<file path="config.mk">
export PLATFORM = sky130hd
export DESIGN_NAME = msg_rx_extractor
export DESIGN_NICKNAME = d
export VERILOG_FILES = /design/src/rtl/msg_rx_pkg.sv /design/src/rtl/msg_keep_gen.sv /design/src/rtl/msg_byte_tracker.sv /design/src/rtl/msg_rx_extractor.sv
export SDC_FILE = /design/constraint.sdc
export NUM_CORES = 1
export LEC_CHECK = 0
export BUFFER_PORTS_ARGS = -buffer_cell sky130_fd_sc_hd__buf_4
export CAP_MARGIN = 40
export CORE_ASPECT_RATIO = 0.5
export CORE_UTILIZATION = 45
export DETAILED_ROUTE_END_ITERATION = 12
export PLACE_DENSITY = 0.85
export SLEW_MARGIN = 10
export SYNTH_ARGS = -nofsm -noshare
export SYNTH_HDL_FRONTEND = slang
export SYNTH_SLANG_ARGS = --single-unit
</file>
<file path="constraint.sdc">
create_clock -name clk_i -period 1.6 [get_ports clk_i]
set_clock_uncertainty 0.1 [all_clocks]
set_input_delay 0.32 -clock clk_i [delete_from_list [all_inputs] [get_ports clk_i]]
set_output_delay 0.32 -clock clk_i [all_outputs]
set_load 0.005 [all_outputs]
</file>
<file path="src/rtl/msg_rx_pkg.sv">
package msg_rx_pkg;
  typedef enum logic [2:0] {
    BLK_IDLE  = 3'd0,
    BLK_DATA  = 3'd1,
    BLK_HDR   = 3'd2,
    BLK_MSG   = 3'd3,
    BLK_CTRL  = 3'd4,
    BLK_CCOMP = 3'd5
  } blk_kind_e;
endpackage

</file>
<file path="src/rtl/msg_keep_gen.sv">
module msg_keep_gen #(
  parameter int BYTES = 8,
  parameter int CNT_W = 9
) (
  input  logic [CNT_W-1:0] rem_i,
  output logic [BYTES-1:0] mask_o
);
  // leftmost byte is the msb lane
  for (genvar i = 0; i < BYTES; i++) begin : g_lane
    assign mask_o[i] = rem_i > CNT_W'(BYTES - 1 - i);
  end
endmodule

</file>
<file path="src/rtl/msg_byte_tracker.sv">
module msg_byte_tracker #(
  parameter int BYTES     = 8,
  parameter int MAX_BYTES = 256,
  localparam int CNT_W    = $clog2(MAX_BYTES + 1),
  localparam int SIZE_W   = $clog2(MAX_BYTES)
) (
  input  logic              clk_i,
  input  logic              rst_ni,
  input  logic              hdr_i,
  input  logic              dat_i,
  input  logic [SIZE_W-1:0] size_i,
  output logic              busy_o,
  output logic              beat_o,
  output logic              last_o,
  output logic [CNT_W-1:0]  rem_o
);
  logic             busy_q;
  logic [CNT_W-1:0] rem_q;

  assign beat_o = dat_i && busy_q;
  assign last_o = beat_o && (rem_q <= CNT_W'(BYTES));
  assign busy_o = busy_q;
  assign rem_o  = rem_q;

  always_ff @(posedge clk_i or negedge rst_ni) begin
    if (!rst_ni) begin
      busy_q <= 1'b0;
      rem_q  <= '0;
    end else if (hdr_i) begin
      busy_q <= 1'b1;
      rem_q  <= CNT_W'(size_i) + CNT_W'(1);
    end else if (beat_o) begin
      if (last_o) begin
        busy_q <= 1'b0;
        rem_q  <= '0;
      end else begin
        rem_q  <= rem_q - CNT_W'(BYTES);
      end
    end
  end

  p_no_overflow_r11: assert property (@(posedge clk_i) disable iff (!rst_ni)
    rem_q <= CNT_W'(MAX_BYTES));
  p_hold_count_r6: assert property (@(posedge clk_i) disable iff (!rst_ni)
    (!hdr_i && !dat_i) |=> $stable(rem_q));
  p_open_nonzero_r2: assert property (@(posedge clk_i) disable iff (!rst_ni)
    busy_q |-> rem_q != '0);
endmodule

</file>
<file path="src/rtl/msg_rx_extractor.sv">
module msg_rx_extractor
  import msg_rx_pkg::*;
#(
  parameter int LANES     = 1,
  parameter int MAX_BYTES = 256,
  localparam int BYTES    = 8 * LANES,
  localparam int W        = 64 * LANES,
  localparam int CNT_W    = $clog2(MAX_BYTES + 1),
  localparam int SIZE_W   = $clog2(MAX_BYTES)
) (
  input  logic             clk_i,
  input  logic             rst_ni,
  input  logic             blk_valid_i,
  input  logic [2:0]       blk_kind_i,
  input  logic [W-1:0]     blk_data_i,
  output logic [W-1:0]     msg_data_o,
  output logic             msg_valid_o,
  output logic             msg_last_o,
  output logic [BYTES-1:0] msg_keep_o,
  output logic             msg_busy_no,
  output logic [W-1:0]     reg_data_o,
  output logic             reg_valid_o
);
  logic             is_hdr, is_msg, is_reg;
  logic             busy, beat, last;
  logic [CNT_W-1:0] rem;
  logic [BYTES-1:0] tail_mask;

  assign is_hdr = blk_valid_i && (blk_kind_i == BLK_HDR);
  assign is_msg = blk_valid_i && (blk_kind_i == BLK_MSG);
  assign is_reg = blk_valid_i && (blk_kind_i == BLK_DATA);

  msg_byte_tracker #(.BYTES(BYTES), .MAX_BYTES(MAX_BYTES)) i_tracker (
    .clk_i  (clk_i),
    .rst_ni (rst_ni),
    .hdr_i  (is_hdr),
    .dat_i  (is_msg),
    .size_i (blk_data_i[SIZE_W-1:0]),
    .busy_o (busy),
    .beat_o (beat),
    .last_o (last),
    .rem_o  (rem)
  );

  msg_keep_gen #(.BYTES(BYTES), .CNT_W(CNT_W)) i_keep (
    .rem_i  (rem),
    .mask_o (tail_mask)
  );

  always_ff @(posedge clk_i or negedge rst_ni) begin
    if (!rst_ni) begin
      msg_valid_o <= 1'b0;
      msg_last_o  <= 1'b0;
      msg_keep_o  <= '0;
      msg_data_o  <= '0;
      reg_valid_o <= 1'b0;
      reg_data_o  <= '0;
    end else begin
      msg_valid_o <= beat;
      msg_last_o  <= last;
      reg_valid_o <= is_reg;
      if (beat) begin
        msg_data_o <= blk_data_i;
        msg_keep_o <= last ? tail_mask : '1;
      end
      if (is_reg) reg_data_o <= blk_data_i;
    end
  end

  assign msg_busy_no = ~busy;

  p_beat_needs_open_r3: assert property (@(posedge clk_i) disable iff (!rst_ni)
    msg_valid_o |-> !$past(msg_busy_no));
  p_last_closes_r8: assert property (@(posedge clk_i) disable iff (!rst_ni)
    msg_last_o |-> (msg_valid_o && msg_busy_no));
  p_keep_left_r5: assert property (@(posedge clk_i) disable iff (!rst_ni)
    msg_last_o |-> (msg_keep_o != '0 && ((~msg_keep_o) & ((~msg_keep_o) + 1'b1)) == '0));
  p_reg_copy_r7: assert property (@(posedge clk_i) disable iff (!rst_ni)
    reg_valid_o |-> ($past(blk_valid_i) && $past(blk_kind_i) == BLK_DATA
                     && reg_data_o == $past(blk_data_i)));
endmodule

</file>
==> report_table.html, run 1 <==
<table>
<tr><th>Metric</th><th>Value</th></tr>
<tr><th colspan="2">Run status</th></tr>
<tr><td>Result of the run</td><td>finished, violations left</td></tr>
<tr><td>Violations in the final reports</td><td>DRC, setup timing</td></tr>
<tr><th colspan="2">Yosys</th></tr>
<tr><td>Register area share after synthesis</td><td>around three fifths</td></tr>
<tr><td>Number of unique standard cell types used by synthesis</td><td>49</td></tr>
<tr><td>Fraction of registers with async set or reset after synthesis</td><td>100%</td></tr>
<tr><td>Post-Synthesis Cell Area</td><td>between 6000 and 7000 um2</td></tr>
<tr><td>Dominant register cell in the synthesized netlist</td><td>sky130_fd_sc_hd__dfrtp_1</td></tr>
<tr><td>Number of nets in the synthesized netlist</td><td>617</td></tr>
<tr><td>Warning count from the yosys run</td><td>0</td></tr>
<tr><td>Number of flops mapped to enable cells by yosys</td><td>0</td></tr>
<tr><td>Syn avg cell area</td><td>11.1 um2</td></tr>
<tr><td>Number of storage elements in the synthesis netlist</td><td>149</td></tr>
<tr><td>Number of instances in the synthesized netlist</td><td>roughly 540</td></tr>
<tr><th colspan="2">Floorplanning</th></tr>
<tr><td>Core area</td><td>12900 um2</td></tr>
<tr><td>Row Count</td><td>29</td></tr>
<tr><td>Die X-Extent</td><td>~170 um</td></tr>
<tr><td>Io pins</td><td>210</td></tr>
<tr><td>Total die area</td><td>14000 um2</td></tr>
<tr><td>Initial Util</td><td>46.9%</td></tr>
<tr><td>Height of the chip</td><td>84.1 um</td></tr>
<tr><th colspan="2">Hold path</th></tr>
<tr><td>Hold Crit Start</td><td>blk_data_i[23]</td></tr>
<tr><td>Worst hold path stage count</td><td>3</td></tr>
<tr><td>Type of the most critical hold path</td><td>in -&gt; reg</td></tr>
<tr><td>WHS Endpoint</td><td>msg_data_o[23]</td></tr>
<tr><th colspan="2">Setup path</th></tr>
<tr><td>Classification of the worst setup path</td><td>reg -&gt; reg</td></tr>
<tr><td>Crit path capture type</td><td>flip-flop</td></tr>
<tr><td>Critical R2R Capture</td><td>i_tracker.rem_o[3]</td></tr>
<tr><td>Endpoint required time on the critical path</td><td>~1.8 ns</td></tr>
<tr><td>Cells traversed along the worst timing path</td><td>inv_1 &gt; ha_2 &gt; nor2b_2 &gt; a2111oi_2 &gt; a211oi_1 &gt; a21oi_1</td></tr>
<tr><td>CP Launch Type</td><td>flip-flop</td></tr>
<tr><td>Buf/Inv on CP</td><td>1</td></tr>
<tr><td>Highest-delay cell along the critical path</td><td>sky130_fd_sc_hd__a2111oi_2</td></tr>
<tr><td>Critical path fanouts, max</td><td>4</td></tr>
<tr><td>Crit path DAT</td><td>~1.9 ns</td></tr>
<tr><td>Cell depth of the worst flop-to-flop path</td><td>6</td></tr>
<tr><td>CP delay by family, top</td><td>compound AO/OA/AOI/OAI gates</td></tr>
<tr><td>Slowest Stage Delay on Critical Path</td><td>0.38 ns</td></tr>
<tr><td>Slack of the worst reg-to-reg path</td><td>-0.07 ns</td></tr>
<tr><td>Worst r2r src</td><td>i_tracker.rem_o[4]</td></tr>
<tr><th colspan="2">Routing</th></tr>
<tr><td>Remaining design rule violation count</td><td>3</td></tr>
<tr><td>Antenna violation net count after detailed routing</td><td>0</td></tr>
<tr><td>Iteration-0 DRC count of the detailed router</td><td>233</td></tr>
<tr><td>First-pass iteration count of the detailed router</td><td>9</td></tr>
<tr><td>Via count</td><td>around 5000</td></tr>
<tr><td>Average routed wire per standard cell</td><td>17.5 um</td></tr>
<tr><td>Total wire length after detailed routing</td><td>17100 um</td></tr>
<tr><td>Routed via count divided by cell count</td><td>5.14</td></tr>
<tr><th colspan="2">Timing</th></tr>
<tr><td>Transition time at the pin with the least slew margin</td><td>0.336 ns</td></tr>
<tr><td>RSZ-0062 raised after global routing</td><td>yes</td></tr>
<tr><td>Final Hold Fails</td><td>0</td></tr>
<tr><td>Slew margin rel.</td><td>about 78%</td></tr>
<tr><td>Final setup violating endpoints</td><td>15</td></tr>
<tr><td>Ratio of final minimum period to clock period</td><td>105%</td></tr>
<tr><td>Shortest period the worst path allows</td><td>roughly 1.7 ns</td></tr>
<tr><td>Max-slew violation total from the final report</td><td>0</td></tr>
<tr><td>Peak clock frequency supported by timing</td><td>597 MHz</td></tr>
<tr><td>Final critical-path setup slack</td><td>-0.0741 ns</td></tr>
<tr><th colspan="2">Place</th></tr>
<tr><td>Hpwl dp</td><td>11400 um</td></tr>
<tr><td>DP Worst Slack</td><td>-0.102 ns</td></tr>
<tr><td>Number of buffers added on ports</td><td>209</td></tr>
<tr><td>Routability congestion estimate from global placement</td><td>0.860</td></tr>
<tr><th colspan="2">Layout</th></tr>
<tr><td>Footprint of the multi-input gates</td><td>roughly 2300 um2</td></tr>
<tr><td>Diodes inserted</td><td>0</td></tr>
<tr><td>Most used cells in the layout excluding fill and tap cells</td><td>242 x sky130_fd_sc_hd__buf_4, 202 x sky130_fd_sc_hd__nand2_1, 148 x sky130_fd_sc_hd__dfrtp_1</td></tr>
<tr><td>FILL cells</td><td>910</td></tr>
<tr><td>Share of post-route cells with drive strength above 1</td><td>47.0%</td></tr>
<tr><td>Area Growth Syn to Fin</td><td>45.9%</td></tr>
<tr><td>Post-layout net count</td><td>866</td></tr>
<tr><td>Most frequent standard cell in the layout excluding fill and tap cells</td><td>sky130_fd_sc_hd__buf_4</td></tr>
<tr><td>Register Area</td><td>3730 um2</td></tr>
<tr><th colspan="2">Run</th></tr>
<tr><td>MaxCap Viol Count</td><td>0</td></tr>
<tr><th colspan="2">Pwr</th></tr>
<tr><td>Power per cell area</td><td>1420 nW/um2</td></tr>
<tr><td>Worst vdd ir</td><td>601 uV</td></tr>
<tr><td>Leakage</td><td>4.44 nW</td></tr>
<tr><td>Total chip power</td><td>approximately 13 mW</td></tr>
<tr><th colspan="2">GRT</th></tr>
<tr><td>Overflow left after global routing</td><td>0</td></tr>
<tr><td>Met1 routing resource usage after global routing</td><td>27.4%</td></tr>
<tr><td>Largest net degree at the start of global routing</td><td>57</td></tr>
<tr><td>Global-route wire length before repair</td><td>26300 um</td></tr>
<tr><td>Number of global-route vias before repair</td><td>about 5200</td></tr>
<tr><td>Total global routing track utilization</td><td>approximately a quarter</td></tr>
<tr><td>Antenna violations before repair</td><td>0</td></tr>
<tr><td>Global-route layer with the greatest usage</td><td>met2</td></tr>
<tr><td>Grt met2 use</td><td>between 40% and 50%</td></tr>
<tr><td>Met3 global-route usage</td><td>under 10%</td></tr>
<tr><th colspan="2">Clock tree</th></tr>
<tr><td>Number of CTS-inserted buffers</td><td>17</td></tr>
<tr><td>Clock tree from TritonCTS</td><td>built</td></tr>
<tr><td>Clock root cell</td><td>sky130_fd_sc_hd__clkbuf_16</td></tr>
<tr><td>Deepest clock path buffer count</td><td>2</td></tr>
<tr><td>Sink Count</td><td>around 150</td></tr>
<tr><td>Clock insertion delay at the later pin of the skew report</td><td>~0.4 ns</td></tr>
<tr><td>Clock transition time at the flip-flop clock pins of the worst setup and hold paths</td><td>0.07 ns</td></tr>
<tr><td>Number of H-tree branching levels</td><td>4</td></tr>
</table>
worst register-to-register path: cells and delay by family (launching register included):
kind | cells | cell delay (ns)
AOI/OAI and AO/OA | 3 | 0.67
and+or+nand+nor | 1 | 0.17
buffers and inverters | 1 | 0.07
adders and majority gates | 1 | 0.21
DFF | 1 | 0.36
where the power goes:
group          leakage (nW)  internal [mW]  switching [mW]
Sequential             1.81           4.66           0.520
Clock                 0.257           2.02            1.69
Combinational          2.38           2.03            1.61
per-layer routing:
layer  vias up  share of wire (%)  routed length (um)
li1       2299                  -                   -
met3        35                4.4                 760
met5         -                  0                   0
met4         0                2.3                 396
met2       148                 54                9170
met1      2533                 40                6780
final cells by class:
cell class	instances	area share, %
clock buffer	17	4.81
clock inverter	15	1.39
inverter	7	0.297
multi-input combinational	360	25.7
sequential	149	42.2
tap	170	2.40
timing repair buffer	258	23.2
timing repair:
item | CTS | global route
gates resized for setup | 10 | 10
buffers inserted | 0 | 2
setup endpoints to repair | 12 | 34
cloned | 0 | 1
pin swaps | 0 | 3
endpoints found under the hold margin | 43 | 0
hold buffers | 5 | 0
sequential cells by signal, summed over array words and instances (netlist names):
signal and count:
reg_valid_o 1, msg_valid_o 1, msg_last_o 1, msg_keep_o 8, msg_data_o 64, i_tracker.busy_o 1, reg_data_o 64, i_tracker.rem_o 9
how the worst max path moves through the flow:
stage / from / end / slack (ns) / cells after the start
2_1_floorplan: i_tracker.rem_o[5] / i_tracker.rem_o[2] / -0.12 / 5
3_3_place_gp: blk_kind_i[2] / reg_data_o[11] / -0.07 / 5
3_5_place_dp: blk_kind_i[2] / reg_data_o[56] / -0.10 / 5
4_1_cts: i_tracker.rem_o[5] / msg_keep_o[6] / -0.04 / 3
5_1_grt: i_tracker.rem_o[4] / i_tracker.rem_o[3] / -0.17 / 6
6_report: i_tracker.rem_o[4] / i_tracker.rem_o[3] / -0.07 / 6
per-stage QoR:
| stage | instances | area (um2) | utilization, % | TNS [ns] | hold WS, ns |
|---|---|---|---|---|---|
| 6_report | 976 | 8850 | 68.5 | -0.599 | 0.00848 |
| 5_1_grt | 976 | 8850 | 68.5 | -1.58 | 0.00468 |
| 4_1_cts | 973 | 8750 | 67.7 | -0.251 | 0.0000968 |
| 3_5_place_dp | 936 | 8110 | 62.8 | -5.92 | 0.124 |
| 3_3_place_gp | 936 | 8110 | 62.8 | -2.79 | 0.119 |
| 2_1_floorplan | 544 | 6060 | - | -0.962 | -0.0756 |
synth_stat cells, types with 3 or more instances:
master / count / area, um2
sky130_fd_sc_hd__nand2_1: 202 / 758
sky130_fd_sc_hd__dfrtp_1: 149 / 3730
sky130_fd_sc_hd__mux2_2: 65 / 732
sky130_fd_sc_hd__nor2_1: 14 / 52.6
sky130_fd_sc_hd__clkbuf_1: 12 / 45.0
sky130_fd_sc_hd__buf_2: 9 / 45.0
sky130_fd_sc_hd__inv_1: 6 / 22.5
sky130_fd_sc_hd__nand3_1: 6 / 30.0
sky130_fd_sc_hd__a21oi_1: 5 / 25.0
sky130_fd_sc_hd__a21oi_2: 5 / 43.8
sky130_fd_sc_hd__buf_1: 5 / 18.8
sky130_fd_sc_hd__nand4_1: 5 / 31.3
sky130_fd_sc_hd__o21ai_0: 5 / 25.0
sky130_fd_sc_hd__xnor2_1: 4 / 35.0
sky130_fd_sc_hd__ha_1: 3 / 37.5
sky130_fd_sc_hd__mux2i_1: 3 / 30.0
sky130_fd_sc_hd__nor3_1: 3 / 15.0
sky130_fd_sc_hd__o31ai_1: 3 / 22.5
sky130_fd_sc_hd__xor2_1: 3 / 26.3
logic make-up after synthesis:
group           after synthesis  synth area share [%]
flops                       149                  61.5
fa+ha+maj                     3                 0.619
mux                          68                  12.6
xor+xnor                      7                  1.01
simple gates                246                  16.9
compound gates               36                  4.81
buf+inv                      35                  2.60
(Power assumes the default switching activity.)
==> inputs of run 2 (changes only) <==
--- a/constraint.sdc
+++ b/constraint.sdc
@@ -3,3 +3,3 @@
 set_input_delay 0.32 -clock clk_i [delete_from_list [all_inputs] [get_ports clk_i]]
 set_output_delay 0.32 -clock clk_i [all_outputs]
-set_load 0.005 [all_outputs]
+set_load 0.05 [all_outputs]
==> report_table.html, run 2 (synthesis gave the netlist of run 1 again) <==
<table>
<tr><th>Metric</th><th>Value</th></tr>
<tr><th colspan="2">Layout</th></tr>
<tr><td>Most used cells in the layout excluding fill and tap cells</td><td>239 x sky130_fd_sc_hd__buf_4, 202 x sky130_fd_sc_hd__nand2_1, 148 x sky130_fd_sc_hd__dfrtp_1</td></tr>
<tr><td>Post-layout net count</td><td>864 (-0.23%)</td></tr>
<tr><td>Share of post-route cells with drive strength above 1</td><td>47.6% (+0.61 points)</td></tr>
<tr><td>Diodes inserted</td><td>0 (unchanged)</td></tr>
<tr><td>Most frequent standard cell in the layout excluding fill and tap cells</td><td>sky130_fd_sc_hd__buf_4</td></tr>
<tr><td>Final instance area</td><td>8870 um2 (+0.25%)</td></tr>
<tr><td>Area Growth Syn to Fin</td><td>46.3%</td></tr>
<tr><td>FILL cells</td><td>899 (-1.2%)</td></tr>
<tr><th colspan="2">Routing</th></tr>
<tr><td>First-pass iteration count of the detailed router</td><td>9 (unchanged)</td></tr>
<tr><td>Via count</td><td>5092 (+1.5%)</td></tr>
<tr><td>Routed via count divided by cell count</td><td>5.23 (+1.7%)</td></tr>
<tr><td>Antenna violation net count after detailed routing</td><td>0 (unchanged)</td></tr>
<tr><td>Remaining design rule violation count</td><td>5 (+2)</td></tr>
<tr><td>Iteration-0 DRC count of the detailed router</td><td>315 (+35%)</td></tr>
<tr><td>Average routed wire per standard cell</td><td>17.3 um (-1.1%)</td></tr>
<tr><td>Total wire length after detailed routing</td><td>16900 um (-1.3%)</td></tr>
<tr><th colspan="2">Timing</th></tr>
<tr><td>Final Hold Fails</td><td>0 (unchanged)</td></tr>
<tr><td>Peak clock frequency supported by timing</td><td>583 MHz (-2.4%)</td></tr>
<tr><td>Slew margin rel.</td><td>70.9% (-6.7 points)</td></tr>
<tr><td>Total negative setup slack</td><td>-0.959 ns (-0.360 ns)</td></tr>
<tr><td>Max-slew violation total from the final report</td><td>0 (unchanged)</td></tr>
<tr><td>Final critical-path setup slack</td><td>-0.115 ns (-0.0413 ns)</td></tr>
<tr><td>RSZ-0062 raised after global routing</td><td>yes</td></tr>
<tr><td>Final setup violating endpoints</td><td>14 (-1)</td></tr>
<tr><td>Post-route worst hold slack</td><td>0.0113 ns (+0.00286 ns)</td></tr>
<tr><td>Transition time at the pin with the least slew margin</td><td>0.436 ns (+0.100 ns)</td></tr>
<tr><td>Ratio of final minimum period to clock period</td><td>107% (+2.6 points)</td></tr>
<tr><td>Shortest period the worst path allows</td><td>1.72 ns (+0.0413 ns)</td></tr>
<tr><th colspan="2">Setup path</th></tr>
<tr><td>Endpoint required time on the critical path</td><td>1.78 ns (-0.03 ns)</td></tr>
<tr><td>CP Launch Type</td><td>flip-flop</td></tr>
<tr><td>Crit path DAT</td><td>1.90 ns (about the same)</td></tr>
<tr><td>Critical path fanouts, max</td><td>4 (unchanged)</td></tr>
<tr><td>Classification of the worst setup path</td><td>reg -&gt; reg</td></tr>
<tr><td>Crit path capture type</td><td>flip-flop</td></tr>
<tr><th colspan="2">Floorplanning</th></tr>
<tr><td>Height of the chip</td><td>84.1 um (unchanged)</td></tr>
<tr><td>Total die area</td><td>14000 um2 (unchanged)</td></tr>
<tr><td>Initial Util</td><td>46.9% (unchanged)</td></tr>
<tr><td>Core area</td><td>12900 um2 (unchanged)</td></tr>
<tr><td>Die X-Extent</td><td>166 um (unchanged)</td></tr>
<tr><td>Io pins</td><td>210 (unchanged)</td></tr>
<tr><td>Row Count</td><td>29 (unchanged)</td></tr>
<tr><th colspan="2">Clock tree</th></tr>
<tr><td>Sink Count</td><td>149 (unchanged)</td></tr>
<tr><td>Clock insertion delay at the later pin of the skew report</td><td>0.40 ns (about the same)</td></tr>
<tr><td>Number of H-tree branching levels</td><td>4 (unchanged)</td></tr>
<tr><td>Number of CTS-inserted buffers</td><td>17 (unchanged)</td></tr>
<tr><td>Clock transition time at the flip-flop clock pins of the worst setup and hold paths</td><td>0.06 ns (about the same)</td></tr>
<tr><td>Deepest clock path buffer count</td><td>2 (unchanged)</td></tr>
<tr><td>Clock tree from TritonCTS</td><td>built</td></tr>
<tr><td>Clock root cell</td><td>sky130_fd_sc_hd__clkbuf_16</td></tr>
<tr><th colspan="2">Place</th></tr>
<tr><td>Hpwl dp</td><td>11600 um (+2.1%)</td></tr>
<tr><td>Routability congestion estimate from global placement</td><td>0.876 (+1.9%)</td></tr>
<tr><td>DP Worst Slack</td><td>-0.0962 ns (+0.00584 ns)</td></tr>
<tr><td>Cell area reported after detailed placement</td><td>8140 um2 (+0.40%)</td></tr>
<tr><td>Number of buffers added on ports</td><td>209 (unchanged)</td></tr>
<tr><th colspan="2">Pwr</th></tr>
<tr><td>Clk network pwr share</td><td>24.4% (-5.2 points)</td></tr>
<tr><td>Internal</td><td>9.08 mW (+4.2%)</td></tr>
<tr><td>Power per cell area</td><td>1770 nW/um2 (+25%)</td></tr>
<tr><td>Switching power</td><td>6.60 mW (+73%)</td></tr>
<tr><td>Seq pwr share</td><td>33.0% (-8.3 points)</td></tr>
<tr><td>Comb pwr share</td><td>42.5% (+13 points)</td></tr>
<tr><td>Worst vdd ir</td><td>820 uV (+37%)</td></tr>
<tr><td>Switching part of the total</td><td>42.1% (+12 points)</td></tr>
<tr><td>Leakage</td><td>4.46 nW (+0.46%)</td></tr>
<tr><th colspan="2">GRT</th></tr>
<tr><td>Overflow left after global routing</td><td>0 (unchanged)</td></tr>
<tr><td>Total global routing track utilization</td><td>24.3% (+0.38 points)</td></tr>
<tr><td>Largest net degree at the start of global routing</td><td>43 (-25%)</td></tr>
<tr><td>Antenna violations before repair</td><td>0 (unchanged)</td></tr>
<tr><td>Global-route wire length before repair</td><td>26500 um (+0.73%)</td></tr>
<tr><td>Number of global-route vias before repair</td><td>5253 (+1.4%)</td></tr>
<tr><th colspan="2">Run</th></tr>
<tr><td>MaxCap Viol Count</td><td>0 (unchanged)</td></tr>
<tr><th colspan="2">Hold path</th></tr>
<tr><td>Type of the most critical hold path</td><td>in -&gt; reg</td></tr>
<tr><th colspan="2">Run status</th></tr>
<tr><td>Violations in the final reports</td><td>DRC, setup timing</td></tr>
<tr><td>Result of the run</td><td>finished, violations left</td></tr>
</table>
-- run 2: changes by cell type in the layout (fill, tap and decap cells not counted), sizes merged --
cell         previous run  this run
clkinvlp                5         1
bufinv                  0         1
dlygate4sd3             5         2
clkinv                  4         9
inv                    13         8
clkbuf                 18        20
buf                   252       254
-- run 2: cell type report --
class                   count  area (um2)  area share [%]
flip-flops and latches    149        3730            42.1
repair buffers            256        2050            23.1
clock buffers              20         467            5.26
well taps                 170         213            2.40
inverters                   7        26.3           0.296
multi-input cells         360        2280            25.7
clock inverters            12         103            1.16
-- run 2: per-layer routing --
metal | global-route usage, % | vias up | part of all wire (%)
met1 | 28.2 | 2533 | 39
met2 | 43.0 | 208 | 53
met5 | 0 | - | 0
met4 | 12.3 | 0 | 3.6
li1 | - | 2296 | -
met3 | 5.12 | 55 | 5.2
-- run 2: what timing repair did --
item	CTS	global route
hold buffers	1	1
setup endpoints to repair	17	24
endpoints found under the hold margin	37	1
pin swaps	4	3
resized for setup	11	14
buffers inserted	2	1
-- run 2: power groups by stage --
stage,clock [mW],combinational [mW],sequential [mW]
finish,3.83,6.67,5.18
global route,4.05,6.93,5.29
CTS,3.87,6.53,5.18
detailed placement,0,6.43,5.22
global placement,0,6.31,5.18
floorplan,0,1.21,8.11
-- run 2: worst max-delay path: stages (launching register included) --
cell                      delay (ns)
sky130_fd_sc_hd__dfrtp_2        0.42
sky130_fd_sc_hd__inv_2          0.09
sky130_fd_sc_hd__ha_4           0.15
sky130_fd_sc_hd__nor2b_1        0.30
sky130_fd_sc_hd__buf_4          0.19
sky130_fd_sc_hd__nand2_1        0.06
sky130_fd_sc_hd__o21ai_0        0.19
sky130_fd_sc_hd__a21oi_1        0.10
-- run 2: worst paths after layout --
| path | depth (start not counted) | end | slack [ns] | start |
|---|---|---|---|---|
| worst max-delay path | 7 | msg_keep_o[5] | -0.12 | i_tracker.rem_o[3] |
| worst min-delay path | 3 | msg_data_o[12] | 0.01 | blk_data_i[12] |
| worst max register to register | 7 | msg_keep_o[5] | -0.12 | i_tracker.rem_o[3] |
| worst min register to register | 2 | msg_data_o[32] | 0.38 | msg_data_o[32] |
| max in group asynchronous | 3 | reg_data_o[46] | 0.53 | rst_ni |
| min in group asynchronous | 2 | reg_data_o[28] | 0.31 | rst_ni |
-- run 2: through the flow --
step	cells	power, mW	utilization [%]
4_1_cts	972	15.6	68.0
3_3_place_gp	937	11.5	63.0
2_1_floorplan	544	9.32	-
3_5_place_dp	937	11.7	63.0
6_report	974	15.7	68.7
5_1_grt	974	16.3	68.7
==> inputs of run 3 (changes only) <==
- CORE_UTILIZATION: 45 -> 54
- PLACE_DENSITY: 0.85 -> 0.94
- SLEW_MARGIN: 10 -> 5
- clock period: 1.6 -> 2 ns (I/O delays scaled with it)
==> report_table.html, run 3 (synthesis gave the netlist of run 1 again) <==
<table>
<tr><th>Metric</th><th>Value</th></tr>
<tr><th colspan="2">Place</th></tr>
<tr><td>Hpwl dp</td><td>11400 um (-2.2%)</td></tr>
<tr><td>Cell area reported after detailed placement</td><td>7930 um2 (-2.6%)</td></tr>
<tr><td>Placed cell count</td><td>887 (-5.3%)</td></tr>
<tr><td>Number of buffers added on ports</td><td>209 (unchanged)</td></tr>
<tr><td>Routability congestion estimate from global placement</td><td>0.940 (+7.3%)</td></tr>
<tr><th colspan="2">GRT</th></tr>
<tr><td>Antenna violations before repair</td><td>0 (unchanged)</td></tr>
<tr><td>Total global routing track utilization</td><td>31.2% (+7.0 points)</td></tr>
<tr><td>Overflow left after global routing</td><td>0 (unchanged)</td></tr>
<tr><td>Number of global-route vias before repair</td><td>5353 (+1.9%)</td></tr>
<tr><td>Global-route wire length before repair</td><td>28200 um (+6.5%)</td></tr>
<tr><td>Largest net degree at the start of global routing</td><td>47 (+9.3%)</td></tr>
<tr><th colspan="2">Floorplanning</th></tr>
<tr><td>Io pins</td><td>210 (unchanged)</td></tr>
<tr><td>Row Count</td><td>26 (-10%)</td></tr>
<tr><td>Height of the chip</td><td>76.9 um (-8.5%)</td></tr>
<tr><td>Core area</td><td>10500 um2 (-18%)</td></tr>
<tr><td>Die X-Extent</td><td>152 um (-8.6%)</td></tr>
<tr><td>Initial Util</td><td>57.5% (+11 points)</td></tr>
<tr><td>Total die area</td><td>11700 um2 (-16%)</td></tr>
<tr><th colspan="2">Pwr</th></tr>
<tr><td>Total chip power</td><td>12.3 mW (-22%)</td></tr>
<tr><td>Switching power</td><td>5.37 mW (-19%)</td></tr>
<tr><td>Power per cell area</td><td>1450 nW/um2 (-18%)</td></tr>
<tr><td>Comb pwr share</td><td>41.1% (-1.4 points)</td></tr>
<tr><td>Internal</td><td>6.92 mW (-24%)</td></tr>
<tr><td>Worst vdd ir</td><td>869 uV (+5.9%)</td></tr>
<tr><td>Clk network pwr share</td><td>24.7% (+0.3 points)</td></tr>
<tr><td>Seq pwr share</td><td>34.3% (+1.3 points)</td></tr>
<tr><td>Leakage</td><td>4.29 nW (-3.9%)</td></tr>
<tr><td>Switching part of the total</td><td>43.7% (+1.6 points)</td></tr>
<tr><th colspan="2">Layout</th></tr>
<tr><td>Most frequent standard cell in the layout excluding fill and tap cells</td><td>sky130_fd_sc_hd__buf_4</td></tr>
<tr><td>Count of non-filler cells in the finished layout</td><td>920 (-5.5%)</td></tr>
<tr><td>Post-layout net count</td><td>840 (-2.8%)</td></tr>
<tr><td>Area Growth Syn to Fin</td><td>40.2%</td></tr>
<tr><td>FILL cells</td><td>591 (-34%)</td></tr>
<tr><td>Most used cells in the layout excluding fill and tap cells</td><td>224 x sky130_fd_sc_hd__buf_4, 202 x sky130_fd_sc_hd__nand2_1, 149 x sky130_fd_sc_hd__dfrtp_1</td></tr>
<tr><td>Final instance area</td><td>8500 um2 (-4.2%)</td></tr>
<tr><td>Diodes inserted</td><td>0 (unchanged)</td></tr>
<tr><td>Share of post-route cells with drive strength above 1</td><td>44.4% (-3.3 points)</td></tr>
<tr><th colspan="2">Clock tree</th></tr>
<tr><td>Number of H-tree branching levels</td><td>4 (unchanged)</td></tr>
<tr><td>Deepest clock path buffer count</td><td>2 (unchanged)</td></tr>
<tr><td>Clock insertion delay at the later pin of the skew report</td><td>0.42 ns (+0.02 ns)</td></tr>
<tr><td>Post-CTS setup-driven buffer insertion count</td><td>0 (-2)</td></tr>
<tr><td>Sink Count</td><td>149 (unchanged)</td></tr>
<tr><td>Clock transition time at the flip-flop clock pins of the worst setup and hold paths</td><td>0.07 ns (about the same)</td></tr>
<tr><td>Clock tree from TritonCTS</td><td>built</td></tr>
<tr><td>Clock root cell</td><td>sky130_fd_sc_hd__clkbuf_16</td></tr>
<tr><td>Number of CTS-inserted buffers</td><td>17 (unchanged)</td></tr>
<tr><th colspan="2">Routing</th></tr>
<tr><td>Remaining design rule violation count</td><td>0 (-5)</td></tr>
<tr><td>Iteration-0 DRC count of the detailed router</td><td>391 (+24%)</td></tr>
<tr><td>Routed via count divided by cell count</td><td>5.51 (+5.5%)</td></tr>
<tr><td>Total wire length after detailed routing</td><td>17600 um (+4.1%)</td></tr>
<tr><td>First-pass iteration count of the detailed router</td><td>7 (-2)</td></tr>
<tr><td>Via count</td><td>5073 (-0.37%)</td></tr>
<tr><td>Average routed wire per standard cell</td><td>19.1 um (+10%)</td></tr>
<tr><td>Antenna violation net count after detailed routing</td><td>0 (unchanged)</td></tr>
<tr><th colspan="2">Hold path</th></tr>
<tr><td>Hold Crit Start</td><td>blk_data_i[24]</td></tr>
<tr><td>Worst hold path stage count</td><td>3 (unchanged)</td></tr>
<tr><td>WHS Endpoint</td><td>msg_data_o[24]</td></tr>
<tr><td>Type of the most critical hold path</td><td>in -&gt; reg</td></tr>
<tr><th colspan="2">Setup path</th></tr>
<tr><td>CP Launch Type</td><td>flip-flop</td></tr>
<tr><td>Slack of the worst reg-to-reg path</td><td>0.06 ns (+0.18 ns)</td></tr>
<tr><td>Cell depth of the worst flop-to-flop path</td><td>5 (-2)</td></tr>
<tr><td>Critical path fanouts, max</td><td>6 (+2)</td></tr>
<tr><td>Crit path capture type</td><td>flip-flop</td></tr>
<tr><td>Classification of the worst setup path</td><td>reg -&gt; reg</td></tr>
<tr><td>Critical R2R Capture</td><td>i_tracker.rem_o[6]</td></tr>
<tr><td>Crit path DAT</td><td>2.17 ns (+0.27 ns)</td></tr>
<tr><td>Endpoint required time on the critical path</td><td>2.23 ns (+0.45 ns)</td></tr>
<tr><td>Critical path launch point</td><td>i_tracker.rem_o[3]</td></tr>
<tr><td>Worst r2r src</td><td>i_tracker.rem_o[3]</td></tr>
<tr><th colspan="2">Timing</th></tr>
<tr><td>Max-slew violation total from the final report</td><td>0 (unchanged)</td></tr>
<tr><td>RSZ-0062 raised after global routing</td><td>no</td></tr>
<tr><td>Final setup violating endpoints</td><td>0 (-14)</td></tr>
<tr><td>Slew margin rel.</td><td>70.1% (-0.77 points)</td></tr>
<tr><td>Transition time at the pin with the least slew margin</td><td>0.444 ns (+0.00746 ns)</td></tr>
<tr><td>Peak clock frequency supported by timing</td><td>516 MHz (-11%)</td></tr>
<tr><td>Final Hold Fails</td><td>0 (unchanged)</td></tr>
<tr><td>Ratio of final minimum period to clock period</td><td>96.9% (-10 points)</td></tr>
<tr><td>Post-route worst hold slack</td><td>0.0738 ns (+0.0624 ns)</td></tr>
<tr><td>Total negative setup slack</td><td>0 ns (+0.959 ns)</td></tr>
<tr><td>Shortest period the worst path allows</td><td>1.94 ns (+0.222 ns)</td></tr>
<tr><th colspan="2">Run</th></tr>
<tr><td>MaxCap Viol Count</td><td>0 (unchanged)</td></tr>
<tr><th colspan="2">Run status</th></tr>
<tr><td>Result of the run</td><td>finished, final reports clean</td></tr>
</table>
## run 3: critical path, cell delays in order, from the launching register on
cell and delay, ns:
sky130_fd_sc_hd__dfrtp_1 0.38, sky130_fd_sc_hd__buf_4 0.17, sky130_fd_sc_hd__or3_1 0.42, sky130_fd_sc_hd__nor4_1 0.36, sky130_fd_sc_hd__o21a_1 0.22, sky130_fd_sc_hd__a2bb2oi_1 0.20
## run 3: area by class of cell
cell class	count	area, um2	share of cell area (%)
Clock buffer	18	439	5.17
Clock inverter	14	118	1.38
Inverter	7	26.3	0.309
Multi-Input combinational cell	360	2190	25.8
Sequential cell	149	3730	43.9
Tap cell	140	175	2.06
Timing Repair Buffer	232	1820	21.4
## run 3: worst max path at each step
stage	to	slack, ns	depth (start not counted)
CTS	i_tracker.rem_o[3]	0.03	6
detailed placement	msg_keep_o[7]	0.13	6
finish	i_tracker.rem_o[6]	0.06	5
floorplan	i_tracker.rem_o[3]	0.27	6
global route	msg_keep_o[5]	0.03	7
global placement	msg_keep_o[2]	0.18	4
## run 3: through the flow
stage,utilization [%],setup slack (ns)
finish,80.7,0.0626
global route,80.7,0.0326
CTS,80.6,0.0295
detailed placement,75.2,0.135
global placement,75.2,0.179
floorplan,-,0.273
## run 3: routing by layer
metal	share of wire (%)	up-vias	track usage, %
met3	6.0	71	6.78
met1	37	2506	35.6
met5	0	-	0
li1	-	2247	-
met2	52	249	55.5
met4	4.3	0	16.9
## run 3: timing repair
action                                  CTS  global route
resized for setup                         1             1
hold buffers                              1             0
hold endpoints to repair                 37             0
endpoints found under the setup margin    1             1
pin swaps                                 0             0
## run 3: power groups by stage
stage	registers, mW	logic (mW)	clock network [mW]
5_1_grt	4.29	5.24	3.19
2_1_floorplan	6.49	0.966	0
3_5_place_dp	4.22	4.99	0
4_1_cts	4.20	5.04	3.05
3_3_place_gp	4.17	4.87	0
6_report	4.21	5.05	3.03
